## config.mk

```make
export PLATFORM = sky130hd
export DESIGN_NAME = udma_ctl_unit
export DESIGN_NICKNAME = d
export VERILOG_FILES = /design/src/rtl/udma_ctl_pkg.sv /design/src/rtl/udma_arm_seq.sv /design/src/rtl/udma_word_track.sv /design/src/rtl/udma_err_flags.sv /design/src/rtl/udma_ctl_unit.sv
export SDC_FILE = /design/constraint.sdc
export NUM_CORES = 1
export LEC_CHECK = 0
export BUFFER_PORTS_ARGS = -buffer_cell sky130_fd_sc_hd__buf_4
export CAP_MARGIN = 20
export CORE_MARGIN = 2
export CORE_UTILIZATION = 52
export CTS_BUF_LIST = sky130_fd_sc_hd__clkbuf_4 sky130_fd_sc_hd__clkbuf_8
export DETAILED_ROUTE_END_ITERATION = 12
export PLACE_DENSITY = 0.89
export SYNTH_ARGS = -nofsm -noshare
export SYNTH_HDL_FRONTEND = slang
export SYNTH_HIERARCHICAL = 1
export SYNTH_SLANG_ARGS = --single-unit
```

## constraint.sdc

```tcl
create_clock -name clk -period 4.48 [get_ports clk]
set_input_delay 0.224 -clock clk [delete_from_list [all_inputs] [get_ports clk]]
set_output_delay 0.224 -clock clk [all_outputs]
set_load 0.02 [all_outputs]
```

## src/rtl/udma_ctl_pkg.sv

```systemverilog
package udma_ctl_pkg;
   localparam int OP_UEN_BIT  = 0;
   localparam int OP_DIR_BIT  = 1;
   localparam int ST_DREQ_BIT = 16;
   localparam int ST_EINT_BIT = 17;
   localparam int ST_BUSY_BIT = 18;
   localparam int ST_NDO_BIT  = 24;
   localparam int ST_NDI_BIT  = 25;
   localparam int ST_N4X_BIT  = 26;

   typedef enum logic [1:0] {
      ARM_IDLE      = 2'd0,
      ARM_DIR_SET   = 2'd1,
      ARM_READ_SEEN = 2'd2
   } arm_state_t;

   typedef enum logic [1:0] {
      CLS_IDLE   = 2'b00,
      CLS_ACTIVE = 2'b01,
      CLS_INTR   = 2'b10,
      CLS_ERROR  = 2'b11
   } xfer_class_t;

   typedef struct packed {
      logic n4x;
      logic ndi;
      logic ndo;
   } err_flags_t;
endpackage

```

## src/rtl/udma_arm_seq.sv

```systemverilog
module udma_arm_seq
   import udma_ctl_pkg::*;
(
   input  logic clk,
   input  logic rst_n,
   input  logic op_wr,
   input  logic op_rd,
   input  logic uen_bit,
   input  logic dir_bit,
   output logic start,
   output logic halt,
   output logic dir_q,
   output logic uen_q
);
   arm_state_t state_q;

   assign halt  = op_wr & ~uen_bit;
   assign start = op_wr & uen_bit & (state_q == ARM_READ_SEEN);

   always_ff @(posedge clk or negedge rst_n) begin
      if (!rst_n) begin
         state_q <= ARM_IDLE;
         dir_q   <= 1'b0;
         uen_q   <= 1'b0;
      end else if (halt) begin
         state_q <= ARM_DIR_SET;
         dir_q   <= dir_bit;
         uen_q   <= 1'b0;
      end else if (op_wr) begin
         state_q <= ARM_IDLE;
         if (start) begin
            uen_q <= 1'b1;
            dir_q <= dir_bit;
         end
      end else if (op_rd && state_q == ARM_DIR_SET) begin
         state_q <= ARM_READ_SEEN;
      end
   end

   // an enable only takes effect from the read-seen step
   a_r2_start_from_read: assert property (@(posedge clk) disable iff (!rst_n)
      (op_wr && uen_bit && state_q != ARM_READ_SEEN) |=> !uen_q || $past(uen_q));
endmodule

```

## src/rtl/udma_word_track.sv

```systemverilog
module udma_word_track #(
   parameter int DATA_W = 32,
   parameter int LEN_W  = 16
) (
   input  logic              clk,
   input  logic              rst_n,
   input  logic              start,
   input  logic              halt,
   input  logic              dir_in,
   input  logic [LEN_W-1:0]  len_in,
   input  logic              dma_ack,
   input  logic [DATA_W-1:0] dma_wdata,
   input  logic              dev_strobe,
   input  logic              dev_stop,
   input  logic [DATA_W-1:0] dev_wdata,
   output logic              busy,
   output logic              dma_req,
   output logic [DATA_W-1:0] dma_rdata,
   output logic [DATA_W-1:0] dev_rdata,
   output logic              end_early,
   output logic              end_done,
   output logic              end_dir,
   output logic [1:0]        cnt_lo2
);
   logic              busy_q, dir_q, full_q;
   logic [LEN_W-1:0]  len_q, cnt_q;
   logic [DATA_W-1:0] buf_q;
   logic              done_now, live, fill, drain, count_up;

   assign done_now = busy_q & (cnt_q == len_q) & ~full_q;
   assign live     = busy_q & ~done_now & ~dev_stop & ~halt & ~start;
   assign dma_req  = busy_q & ~done_now & (dir_q ? ~full_q : full_q);

   always_comb begin
      if (dir_q) begin
         fill     = live & ~full_q & dma_ack;
         drain    = live &  full_q & dev_strobe;
         count_up = drain;
      end else begin
         fill     = live & ~full_q & dev_strobe;
         drain    = live &  full_q & dma_ack;
         count_up = fill;
      end
   end

   assign end_early = busy_q & dev_stop & ~done_now & ~halt & ~start;
   assign end_done  = done_now & ~halt & ~start;
   assign end_dir   = dir_q;
   assign cnt_lo2   = cnt_q[1:0];
   assign busy      = busy_q;
   assign dma_rdata = buf_q;
   assign dev_rdata = buf_q;

   always_ff @(posedge clk or negedge rst_n) begin
      if (!rst_n) begin
         busy_q <= 1'b0;
         dir_q  <= 1'b0;
         full_q <= 1'b0;
         len_q  <= '0;
         cnt_q  <= '0;
         buf_q  <= '0;
      end else if (halt) begin
         busy_q <= 1'b0;
         full_q <= 1'b0;
      end else if (start) begin
         busy_q <= 1'b1;
         dir_q  <= dir_in;
         len_q  <= len_in;
         cnt_q  <= '0;
         full_q <= 1'b0;
      end else if (end_early || end_done) begin
         busy_q <= 1'b0;
         full_q <= 1'b0;
      end else begin
         if (fill) begin
            full_q <= 1'b1;
            buf_q  <= dir_q ? dma_wdata : dev_wdata;
         end else if (drain) begin
            full_q <= 1'b0;
         end
         if (count_up) cnt_q <= cnt_q + 1'b1;
      end
   end

   // the word count never runs past the programmed length
   a_r4_cnt_within_len: assert property (@(posedge clk) disable iff (!rst_n)
      busy_q |-> cnt_q <= len_q);
   // an accepted toward-device word fills the buffer
   a_r5_out_fill: assert property (@(posedge clk) disable iff (!rst_n)
      (dir_q && dma_req && dma_ack && live) |=> full_q);
endmodule

```

## src/rtl/udma_err_flags.sv

```systemverilog
module udma_err_flags
   import udma_ctl_pkg::*;
(
   input  logic       clk,
   input  logic       rst_n,
   input  logic       clear,
   input  logic       end_early,
   input  logic       end_done,
   input  logic       end_dir,
   input  logic [1:0] cnt_lo2,
   output err_flags_t flags,
   output logic       eint
);
   logic odd_len;
   assign odd_len = (cnt_lo2 != 2'b00);

   always_ff @(posedge clk or negedge rst_n) begin
      if (!rst_n) begin
         flags <= '0;
         eint  <= 1'b0;
      end else if (clear) begin
         flags <= '0;
         eint  <= 1'b0;
      end else if (end_early) begin
         flags.ndo <= flags.ndo |  end_dir;
         flags.ndi <= flags.ndi | ~end_dir;
         flags.n4x <= flags.n4x | odd_len;
         eint      <= 1'b1;
      end else if (end_done && odd_len) begin
         flags.n4x <= 1'b1;
         eint      <= 1'b1;
      end
   end

   // a raised error flag always comes with the error interrupt
   a_r8_eint_tracks_flags: assert property (@(posedge clk) disable iff (!rst_n)
      (|flags) |-> eint);
endmodule

```

## src/rtl/udma_ctl_unit.sv

```systemverilog
module udma_ctl_unit
   import udma_ctl_pkg::*;
#(
   parameter int ADDR_W = 4,
   parameter int BUS_W  = 32,
   parameter int DATA_W = 32,
   parameter int LEN_W  = 16
) (
   input  logic              clk,
   input  logic              rst_n,
   input  logic              bus_sel,
   input  logic              bus_wr,
   input  logic [ADDR_W-1:0] bus_addr,
   input  logic [BUS_W-1:0]  bus_wdata,
   output logic [BUS_W-1:0]  bus_rdata,
   input  logic [LEN_W-1:0]  xfer_len,
   input  logic              dev_intrq,
   output logic              dma_req,
   input  logic              dma_ack,
   input  logic [DATA_W-1:0] dma_wdata,
   output logic [DATA_W-1:0] dma_rdata,
   input  logic              dev_strobe,
   input  logic              dev_stop,
   input  logic [DATA_W-1:0] dev_wdata,
   output logic [DATA_W-1:0] dev_rdata,
   output logic              irq,
   output logic [1:0]        xfer_class
);
   localparam logic [ADDR_W-1:0] OP_ADDR = '0;
   localparam logic [ADDR_W-1:0] ST_ADDR = ADDR_W'(1);

   generate
      if (BUS_W < ST_N4X_BIT + 1) begin : g_bus_too_narrow
         $error("BUS_W must hold the highest status bit");
      end
      if (LEN_W < 2) begin : g_len_too_narrow
         $error("LEN_W must be at least 2");
      end
      if (ADDR_W < 1) begin : g_addr_too_narrow
         $error("ADDR_W must be at least 1");
      end
   endgenerate

   logic op_hit, st_hit, op_wr, op_rd;
   logic start, halt, dir_q, uen_q;
   logic busy, end_early, end_done, end_dir;
   logic [1:0] cnt_lo2;
   err_flags_t flags;
   logic eint;
   xfer_class_t cls;
   logic unused_wdata_bits;

   assign op_hit = bus_sel & (bus_addr == OP_ADDR);
   assign st_hit = bus_sel & (bus_addr == ST_ADDR);
   assign op_wr  = op_hit &  bus_wr;
   assign op_rd  = op_hit & ~bus_wr;
   assign unused_wdata_bits = ^bus_wdata[BUS_W-1:2];

   udma_arm_seq u_arm (
      .clk     (clk),
      .rst_n   (rst_n),
      .op_wr   (op_wr),
      .op_rd   (op_rd),
      .uen_bit (bus_wdata[OP_UEN_BIT]),
      .dir_bit (bus_wdata[OP_DIR_BIT]),
      .start   (start),
      .halt    (halt),
      .dir_q   (dir_q),
      .uen_q   (uen_q)
   );

   udma_word_track #(.DATA_W(DATA_W), .LEN_W(LEN_W)) u_track (
      .clk        (clk),
      .rst_n      (rst_n),
      .start      (start),
      .halt       (halt),
      .dir_in     (bus_wdata[OP_DIR_BIT]),
      .len_in     (xfer_len),
      .dma_ack    (dma_ack),
      .dma_wdata  (dma_wdata),
      .dev_strobe (dev_strobe),
      .dev_stop   (dev_stop),
      .dev_wdata  (dev_wdata),
      .busy       (busy),
      .dma_req    (dma_req),
      .dma_rdata  (dma_rdata),
      .dev_rdata  (dev_rdata),
      .end_early  (end_early),
      .end_done   (end_done),
      .end_dir    (end_dir),
      .cnt_lo2    (cnt_lo2)
   );

   udma_err_flags u_err (
      .clk       (clk),
      .rst_n     (rst_n),
      .clear     (halt),
      .end_early (end_early),
      .end_done  (end_done),
      .end_dir   (end_dir),
      .cnt_lo2   (cnt_lo2),
      .flags     (flags),
      .eint      (eint)
   );

   always_comb begin
      bus_rdata = '0;
      if (op_hit && !bus_wr) begin
         bus_rdata[OP_UEN_BIT] = uen_q;
         bus_rdata[OP_DIR_BIT] = dir_q;
      end else if (st_hit && !bus_wr) begin
         bus_rdata[ST_DREQ_BIT] = dma_req;
         bus_rdata[ST_EINT_BIT] = eint;
         bus_rdata[ST_BUSY_BIT] = busy;
         bus_rdata[ST_NDO_BIT]  = flags.ndo;
         bus_rdata[ST_NDI_BIT]  = flags.ndi;
         bus_rdata[ST_N4X_BIT]  = flags.n4x;
      end
   end

   always_comb begin
      if ((|flags) || eint)      cls = CLS_ERROR;
      else if (dev_intrq)        cls = CLS_INTR;
      else if (busy || dma_req)  cls = CLS_ACTIVE;
      else                       cls = CLS_IDLE;
   end

   assign xfer_class = cls;
   assign irq        = eint;

   // busy only rises on the cycle after an enable write
   a_r2_busy_needs_enable: assert property (@(posedge clk) disable iff (!rst_n)
      $rose(busy) |-> $past(op_wr && bus_wdata[OP_UEN_BIT]));
   // incomplete flags only appear out of a running transfer
   a_r6_ndx_from_busy: assert property (@(posedge clk) disable iff (!rst_n)
      ($rose(flags.ndo) || $rose(flags.ndi)) |-> $past(busy));
   // an enable-clear write idles the engine and clears the interrupt
   a_r9_halt_idles: assert property (@(posedge clk) disable iff (!rst_n)
      (op_wr && !bus_wdata[OP_UEN_BIT]) |=> (!busy && !dma_req && !irq));
endmodule

```

==> impl_metrics.py, run 1 <==
metrics = {
    "clock_tree": {
        "cts_tree": "yes",
        "cts.sinks": 75,
        "cts_setup_buffers": 0,
        "cts_hold_buf": 0,
        "root_buffer": "clkbuf_8",
        "max-clock-path-buffers": 2,
        "htreeDepth": 3,
        "cts_resized": 0,
        "cts_made_buffers": 9,
        "clk_latency_ps": 360,
        "path_clk_slew_ps": 70,
    },
    "pwr": {
        "p_sw_mw": 0.332,
        "p_seq_share_pct": 47.2,
        "ir_worst_vdd_v": 0.000244,
        "internal-power_mw": 1.14,
        "switching_share_pct": 22.5,
        "p_per_area_nw_per_um2": 256,
        "pwr-share-clk_pct": 42.0,
        "combPwrFrac_pct": 10.7,
        "p_leak_nw": 3.16,
    },
    "sta": {
        "hold_slack_ps": 0.485,
        "report.final.slew_viol_count": 0,
        "worst_pin_slew_ps": 928,
        "max_freq_ghz": 0.363,
        "setup_viol": 0,
        "final.min_clock_period_ps": 2750,
        "final.setup.tns_ps": 0,
        "post-route-period-util_pct": 61.4,
        "rsz0062_at_grt": "false",
        "slew_headroom_pct": 38.1,
        "setup_ws_ps": 1730,
        "hold_viol_final": 0,
        "skew_ps": 11.7,
    },
    "grt": {
        "grt_overflow": 0,
        "grt_pass1_vias": 3739,
        "antenna_found_initial": 0,
        "grt_pass1_wl_mm": 19.2,
        "track_usage_pct": 25.2,
        "grt_max_degree": 76,
    },
    "placement": {
        "globalplace.congestion": 0.864,
        "dp_slack_ps": 1450,
        "post-dp-hpwl_mm": 9.17,
        "io_buffers": 169,
        "dp_cells": 660,
    },
    "synthesis": {
        "synth_area_leader_cell": "dfrtp_1",
        "ys_top_cells_by_area": "dfrtp_1 41%, buf_4 10%, mux2_4 9.8%",
        "yosys_warnings": 6,
        "synth_most_common_cell": "dfrtp_1",
        "synth-seq-area-share_pct": 41.0,
        "synth_cell_type_count": 48,
        "synth-async-reset-ratio_pct": 100,
        "synthCells": 431,
        "ys_ff_latch": 75,
        "avgSynthCellArea_um2": 10.6,
        "synth_edf_count": 0,
        "synth_common_cells": "75 x dfrtp_1, 61 x buf_4, 59 x nand2_1, 35 x mux2_2, 30 x mux2_4",
        "ys.flop_type": "dfrtp_1",
        "synth_area_um2": 4580,
        "synth.top_cell.area_share_pct": 41.0,
    },
    "final_layout": {
        "nFillCells": 659,
        "seq_area_um2": 1880,
        "diodes": 0,
        "area_growth_pct": 25.8,
        "layoutNonFillerInstCount": 675,
        "final_layout_size_suffix_gt1_share_pct": 48.1,
        "fin_nets": 688,
        "multi_input_area_um2": 2180,
    },
    "floorplan": {
        "fp.coreArea_um2": 8640,
        "ioPinCount": 224,
        "die_width_um": 97.8,
        "num_rows": 34,
        "die_y_um": 97.8,
        "start_util_pct": 53.0,
        "die_area_um2": 9570,
    },
    "hold_path": {
        "hold_path_class": "in2async",
    },
    "setup_path": {
        "critical_path_class": "reg2reg",
        "crit_slowest_cell": "dfrtp_1",
        "r2r_cells": 8,
        "r2r-end": "u_track/dev_rdata[8]$_DFFE_PN0P_",
        "crit_top_cell": "buf_4",
        "critPathMaxFanout": 17,
        "cp-start-kind": "flip-flop",
        "r2r_start": "u_track/cnt_q[1]$_DFFE_PN0P_",
        "endpoint_kind": "flip-flop",
        "arrival_ps": 2990,
        "cpPeakStageDelay_ps": 480,
        "path_cells": "xor2_1 > nor4_1 > nand3_2 > nor4_2 > buf_4 > or4_2 > buf_4 > mux2_2",
        "rrSetupSlack_ps": 1730,
        "cp.required_ps": 4720,
    },
    "drt": {
        "drc": 0,
        "routedWlPerCell_um": 17.7,
        "drtAntennaViolNets": 0,
        "first_iter_violations": 112,
        "vias": 3562,
        "viasPerCell": 5.28,
        "drt_wl_total_mm": 12.0,
        "dr.pass1.iters": 4,
    },
    "flow_run": {
        "cap_violations": 0,
    },
    "run_status": {
        "status": "complete, no violations",
    },
}
[registers in the layout, summed over array words and instances (netlist names)]
register and flops:
u_arm/uen_q 1, u_arm/state_q 2, u_err/eint 1, u_err/flags 3, u_track/cnt_q 16, u_track/end_dir 1
u_track/len_q 16, u_track/busy 1, u_arm/dir_q 1, u_track/dev_rdata 32, u_track/full_q 1
[layout by cell type (no fill, tap or decap), types with 3 or more instances in the layout]
cell type	count
or3_1	7
mux2_2	35
and4b_1	3
o21ai_0	10
and3_2	4
or4_1	5
mux2_4	30
a21oi_1	19
dfrtp_1	75
buf_4	175
bufinv_16	3
inv_1	4
nor2_1	11
and3_1	10
nand4_1	6
clkbuf_8	9
nand2_1	59
nand2b_1	6
nor4_1	7
mux2i_1	3
o31ai_1	8
conb_1	24
xor2_1	16
or4_2	3
nand3_1	7
[worst max-delay path: cells and delay by family (launching register included)]
kind                      cells  cell delay, ps
buffers and inverters         2             580
muxes                         1             370
and+or+nand+nor               4             970
xor gates and xnor gates      1             210
DFF                           1             480
[layer usage]
layer  GRT usage (%)  wire [um]  up-vias
met5               0          0        -
met3            6.80        636       22
met4            7.48        271        0
met1            29.0       4620     1712
li1                -          -     1685
met2            45.7       6440      143
[how the worst max path moves through the flow]
stage,from,endpoint,cells past startpoint
after floorplan,u_track/cnt_q[2]$_DFFE_PN0P_,xfer_class[0],10
after global placement,bus_addr[1],u_track/dev_rdata[8]$_DFFE_PN0P_,10
after detailed placement,bus_addr[1],u_track/dev_rdata[10]$_DFFE_PN0P_,10
after CTS,u_track/cnt_q[1]$_DFFE_PN0P_,u_track/dev_rdata[8]$_DFFE_PN0P_,8
after global routing,bus_addr[1],u_track/dev_rdata[8]$_DFFE_PN0P_,10
final,u_track/cnt_q[1]$_DFFE_PN0P_,u_track/dev_rdata[8]$_DFFE_PN0P_,8
[through the flow]
| stage | instance area (um2) | util (%) | total power, mW |
|---|---|---|---|
| 2_1_floorplan | 4660 | - | 0.791 |
| 3_3_place_gp | 5520 | 64.0 | 0.864 |
| 3_5_place_dp | 5520 | 64.0 | 0.869 |
| 4_1_cts | 5760 | 66.7 | 1.48 |
| 5_1_grt | 5760 | 66.7 | 1.53 |
| 6_report | 5760 | 66.7 | 1.48 |
[logic make-up after synthesis]
logic type      Yosys count  synth area share, %
compound gates           42                 5.33
xor+xnor                 17                 3.25
fa+ha+maj                 1                0.273
buf+inv                  81                 13.2
flops                    75                 41.0
mux                      68                 19.1
other cells               1               0.0819
simple gates            146                 17.7
[power by group through the flow]
| stage | clock, mW | sequential, mW | combinational [mW] |
|---|---|---|---|
| finish | 0.621 | 0.697 | 0.159 |
| detailed placement | 0 | 0.711 | 0.159 |
| floorplan | 0 | 0.710 | 0.0817 |
| CTS | 0.627 | 0.697 | 0.160 |
| global route | 0.663 | 0.699 | 0.171 |
| global placement | 0 | 0.710 | 0.154 |
[area by class of cell]
type	count	area share, %
timing repair buffer	175	22.8
clock inverter	5	1.78
inverter	4	0.261
sequential	75	32.6
tap	108	2.35
multi-input combinational	298	37.9
clock buffer	10	2.28
No activity file was read; power rests on OpenSTA's default activity.
==> run 2, diff against run 1 <==
--- a/config.mk
+++ b/config.mk
@@ -5,13 +5,14 @@
 export SDC_FILE = /design/constraint.sdc
 export NUM_CORES = 1
 export LEC_CHECK = 0
+export ABC_AREA = 1
 export BUFFER_PORTS_ARGS = -buffer_cell sky130_fd_sc_hd__buf_4
 export CAP_MARGIN = 20
 export CORE_MARGIN = 2
-export CORE_UTILIZATION = 52
+export CORE_UTILIZATION = 49
 export CTS_BUF_LIST = sky130_fd_sc_hd__clkbuf_4 sky130_fd_sc_hd__clkbuf_8
 export DETAILED_ROUTE_END_ITERATION = 12
-export PLACE_DENSITY = 0.89
+export PLACE_DENSITY = 0.83
 export SYNTH_ARGS = -nofsm -noshare
 export SYNTH_HDL_FRONTEND = slang
 export SYNTH_HIERARCHICAL = 1
==> constraint.sdc (replaced) <==
create_clock -name clk -period 2.6 [get_ports clk]
set_input_delay 0.13 -clock clk [delete_from_list [all_inputs] [get_ports clk]]
set_output_delay 0.13 -clock clk [all_outputs]
set_load 0.02 [all_outputs]
==> run 2 against run 1 <==
  * Critical path type is now reg2out
  * Core utilization down 2.9 points
  * Count of clock-buffer cells in the layout grew 1
  * Via count grew 29%
  * Register-to-register slack got worse by 1400 ps
  * Highest routed layer unchanged
  * Sequential share of layout area is 2.7 points lower
  * Clock power is 61% higher
  * First-iteration DRC count rose to 2.5 times the previous value
  * Clock skew decreased by 2.4 ps
  * Non-clock buffer count is 10 higher
==> impl_metrics.py, run 2 <==
metrics = {
    "floorplan": {
        "die_width_um": 105,
        "die_y_um": 105,
        "die_area_um2": 11000,
        "fp.coreArea_um2": 9860,
        "num_rows": 36,
        "ioPinCount": 224,
        "start_util_pct": 50.7,
    },
    "clock_tree": {
        "htreeDepth": 3,
        "cts.sinks": 75,
        "cts_tree": "yes",
        "max-clock-path-buffers": 2,
        "clk_latency_ps": 330,
        "path_clk_slew_ps": 80,
        "cts_made_buffers": 9,
        "root_buffer": "clkbuf_8",
        "cts_setup_buffers": 0,
        "cts_resized": 0,
    },
    "synthesis": {
        "synth.top_cell.area_share_pct": 37.5,
        "synth_cell_type_count": 37,
        "synth_common_cells": "201 x nand2_1, 75 x dfrtp_1, 62 x buf_4, 58 x inv_1, 56 x nor2_1",
        "synth-seq-area-share_pct": 37.5,
        "synth-async-reset-ratio_pct": 100,
        "synth_area_leader_cell": "dfrtp_1",
        "synth_edf_count": 0,
        "ys_ff_latch": 75,
        "synth_area_um2": 5010,
        "avgSynthCellArea_um2": 7.58,
        "ys.flop_type": "dfrtp_1",
        "yosys_warnings": 6,
        "ys_top_cells_by_area": "dfrtp_1 37%, nand2_1 15%, buf_4 9.3%",
        "synthCells": 660,
        "synth_most_common_cell": "nand2_1",
    },
    "setup_path": {
        "arrival_ps": 2100,
        "endpoint_kind": "primary output",
        "crit_top_cell": "nand2_1",
        "r2r_cells": 11,
        "cpPeakStageDelay_ps": 500,
        "path_cells": "nand2_1 > nand2_1 > nor2_1 > nand2_1 > nor2_2 > nand3_4 > and3_1 > o21ai_0 > nand2_1 > buf_4",
        "r2r_start": "u_arm/state_q[1]$_DFFE_PN0P_",
        "critical_path_class": "reg2out",
        "critPathMaxFanout": 10,
        "cp-start-kind": "flip-flop",
        "cp.required_ps": 2470,
        "r2r-end": "u_track/dev_rdata[19]$_DFFE_PN0P_",
        "rrSetupSlack_ps": 370,
        "crit_slowest_cell": "dfrtp_1",
    },
    "sta": {
        "skew_ps": 9.21,
        "worst_pin_slew_ps": 936,
        "final.min_clock_period_ps": 2230,
        "setup_viol": 0,
        "final.setup.tns_ps": 0,
        "max_freq_ghz": 0.449,
        "rsz0062_at_grt": "false",
        "slew_headroom_pct": 37.6,
        "hold_viol_final": 0,
        "post-route-period-util_pct": 85.6,
        "report.final.slew_viol_count": 0,
    },
    "drt": {
        "vias": 4607,
        "drc": 0,
        "routedWlPerCell_um": 13.8,
        "drt_wl_total_mm": 12.9,
        "viasPerCell": 4.94,
        "drtAntennaViolNets": 0,
        "first_iter_violations": 280,
        "dr.pass1.iters": 6,
    },
    "hold_path": {
        "hold_end": "u_track/len_q[11]$_DFFE_PN0P_",
        "hold_path_depth": 3,
        "hp-start": "xfer_len[11]",
        "hold_path_class": "in2reg",
    },
    "flow_run": {
        "cap_violations": 0,
    },
    "placement": {
        "io_buffers": 169,
        "post-dp-hpwl_mm": 9.74,
        "globalplace.congestion": 0.939,
        "place_area_um2": 5970,
    },
    "grt": {
        "track_usage_pct": 23.7,
        "grt_max_degree": 76,
        "grt_pass1_vias": 4554,
        "antenna_found_initial": 1,
        "grt_overflow": 0,
        "grt_pass1_wl_mm": 21.3,
    },
    "final_layout": {
        "nFillCells": 849,
        "final_cell_mix": "201 x nand2_1, 176 x buf_4, 75 x dfrtp_1, 58 x inv_1, 56 x nor2_1",
        "fin_nets": 920,
        "final_cell_area_um2": 6290,
        "final_layout_size_suffix_gt1_share_pct": 32.7,
        "largest_reg_flops": 32,
        "area_growth_pct": 25.6,
        "layout_commonest_cell": "nand2_1",
    },
    "run_status": {
        "status": "complete, no violations",
    },
    "pwr": {
        "ir_worst_vdd_v": 0.000312,
        "pwr-share-clk_pct": 30.8,
        "p_per_area_nw_per_um2": 517,
        "p_leak_nw": 3.47,
        "internal-power_mw": 2.25,
        "combPwrFrac_pct": 26.6,
        "p_seq_share_pct": 42.6,
        "power_mw": 3.25,
        "p_sw_mw": 1.00,
        "switching_share_pct": 30.8,
    },
}
## run 2: cell families after synthesis
| logic type | after synthesis | synth area share (%) |
|---|---|---|
| AOI/OAI and AO/OA | 55 | 5.67 |
| xor gates and xnor gates | 12 | 2.10 |
| adders and majority gates | 1 | 0.250 |
| buffers and inverters | 149 | 17.1 |
| DFF | 75 | 37.5 |
| muxes | 32 | 7.20 |
| other | 1 | 0.0749 |
| and+or+nand+nor | 335 | 30.1 |
## run 2: how the worst max path moves through the flow
| stage | from | to | slack (ps) | depth (start not counted) |
|---|---|---|---|---|
| floorplan | u_arm/state_q[1]$_DFFE_PN0P_ | u_track/dev_rdata[22]$_DFFE_PN0P_ | 870 | 12 |
| global placement | bus_sel | u_track/dev_rdata[16]$_DFFE_PN0P_ | 470 | 16 |
| detailed placement | bus_sel | u_track/dev_rdata[19]$_DFFE_PN0P_ | 330 | 16 |
| CTS | u_track/cnt_q[0]$_DFFE_PN0P_ | xfer_class[0] | 350 | 10 |
| global route | u_track/cnt_q[0]$_DFFE_PN0P_ | xfer_class[0] | 220 | 10 |
| finish | u_track/cnt_q[0]$_DFFE_PN0P_ | xfer_class[0] | 370 | 10 |
## run 2: cell type report
class / count / area, um2 / area share (%)
clock inverter: 4 / 73.8 / 1.17
timing repair buffer: 185 / 1410 / 22.4
inverter: 65 / 244 / 3.88
tap: 133 / 166 / 2.65
sequential: 75 / 1880 / 29.9
multi-input combinational: 459 / 2360 / 37.6
antenna: 1 / 2.50 / 0.0398
clock buffer: 11 / 151 / 2.41
## run 2: power groups by stage
stage / sequential, mW / combinational [mW] / clock, mW
after detailed placement: 1.41 / 0.853 / 0
final: 1.39 / 0.866 / 1.00
after floorplan: 1.42 / 0.548 / 0
after global placement: 1.40 / 0.830 / 0
after CTS: 1.39 / 0.867 / 1.03
after global routing: 1.40 / 0.948 / 1.08
## run 2: stage by stage
| step | cells | hold WS, ps | setup slack, ps | util [%] |
|---|---|---|---|---|
| after floorplan | 683 | -166 | 872 | - |
| after detailed placement | 908 | 339 | 333 | 60.5 |
| after global routing | 933 | 16.7 | 224 | 63.7 |
| after global placement | 908 | 323 | 466 | 60.5 |
| final | 933 | 11.1 | 375 | 63.7 |
| after CTS | 932 | 2.50 | 354 | 63.7 |
## run 2: what timing repair did
item	CTS	global route
setup endpoints to repair	0	0
hold buffers	9	0
endpoints found under the hold margin	83	0
## run 2: routing by layer
metal,track usage [%],wire length [um],vias to the layer above
met3,3.12,764,21
met1,28.7,5260,2147
met5,0,0,-
met4,9.52,225,0
li1,-,-,2246
met2,42.3,6660,193
## run 2: worst max-delay path: cells and delay by family (launching register included)
family	cells	cell delay, ps
AND/OR/NAND/NOR	8	920
flip-flops	1	500
AO/OA/AOI/OAI	1	180
buffers and inverters	1	160
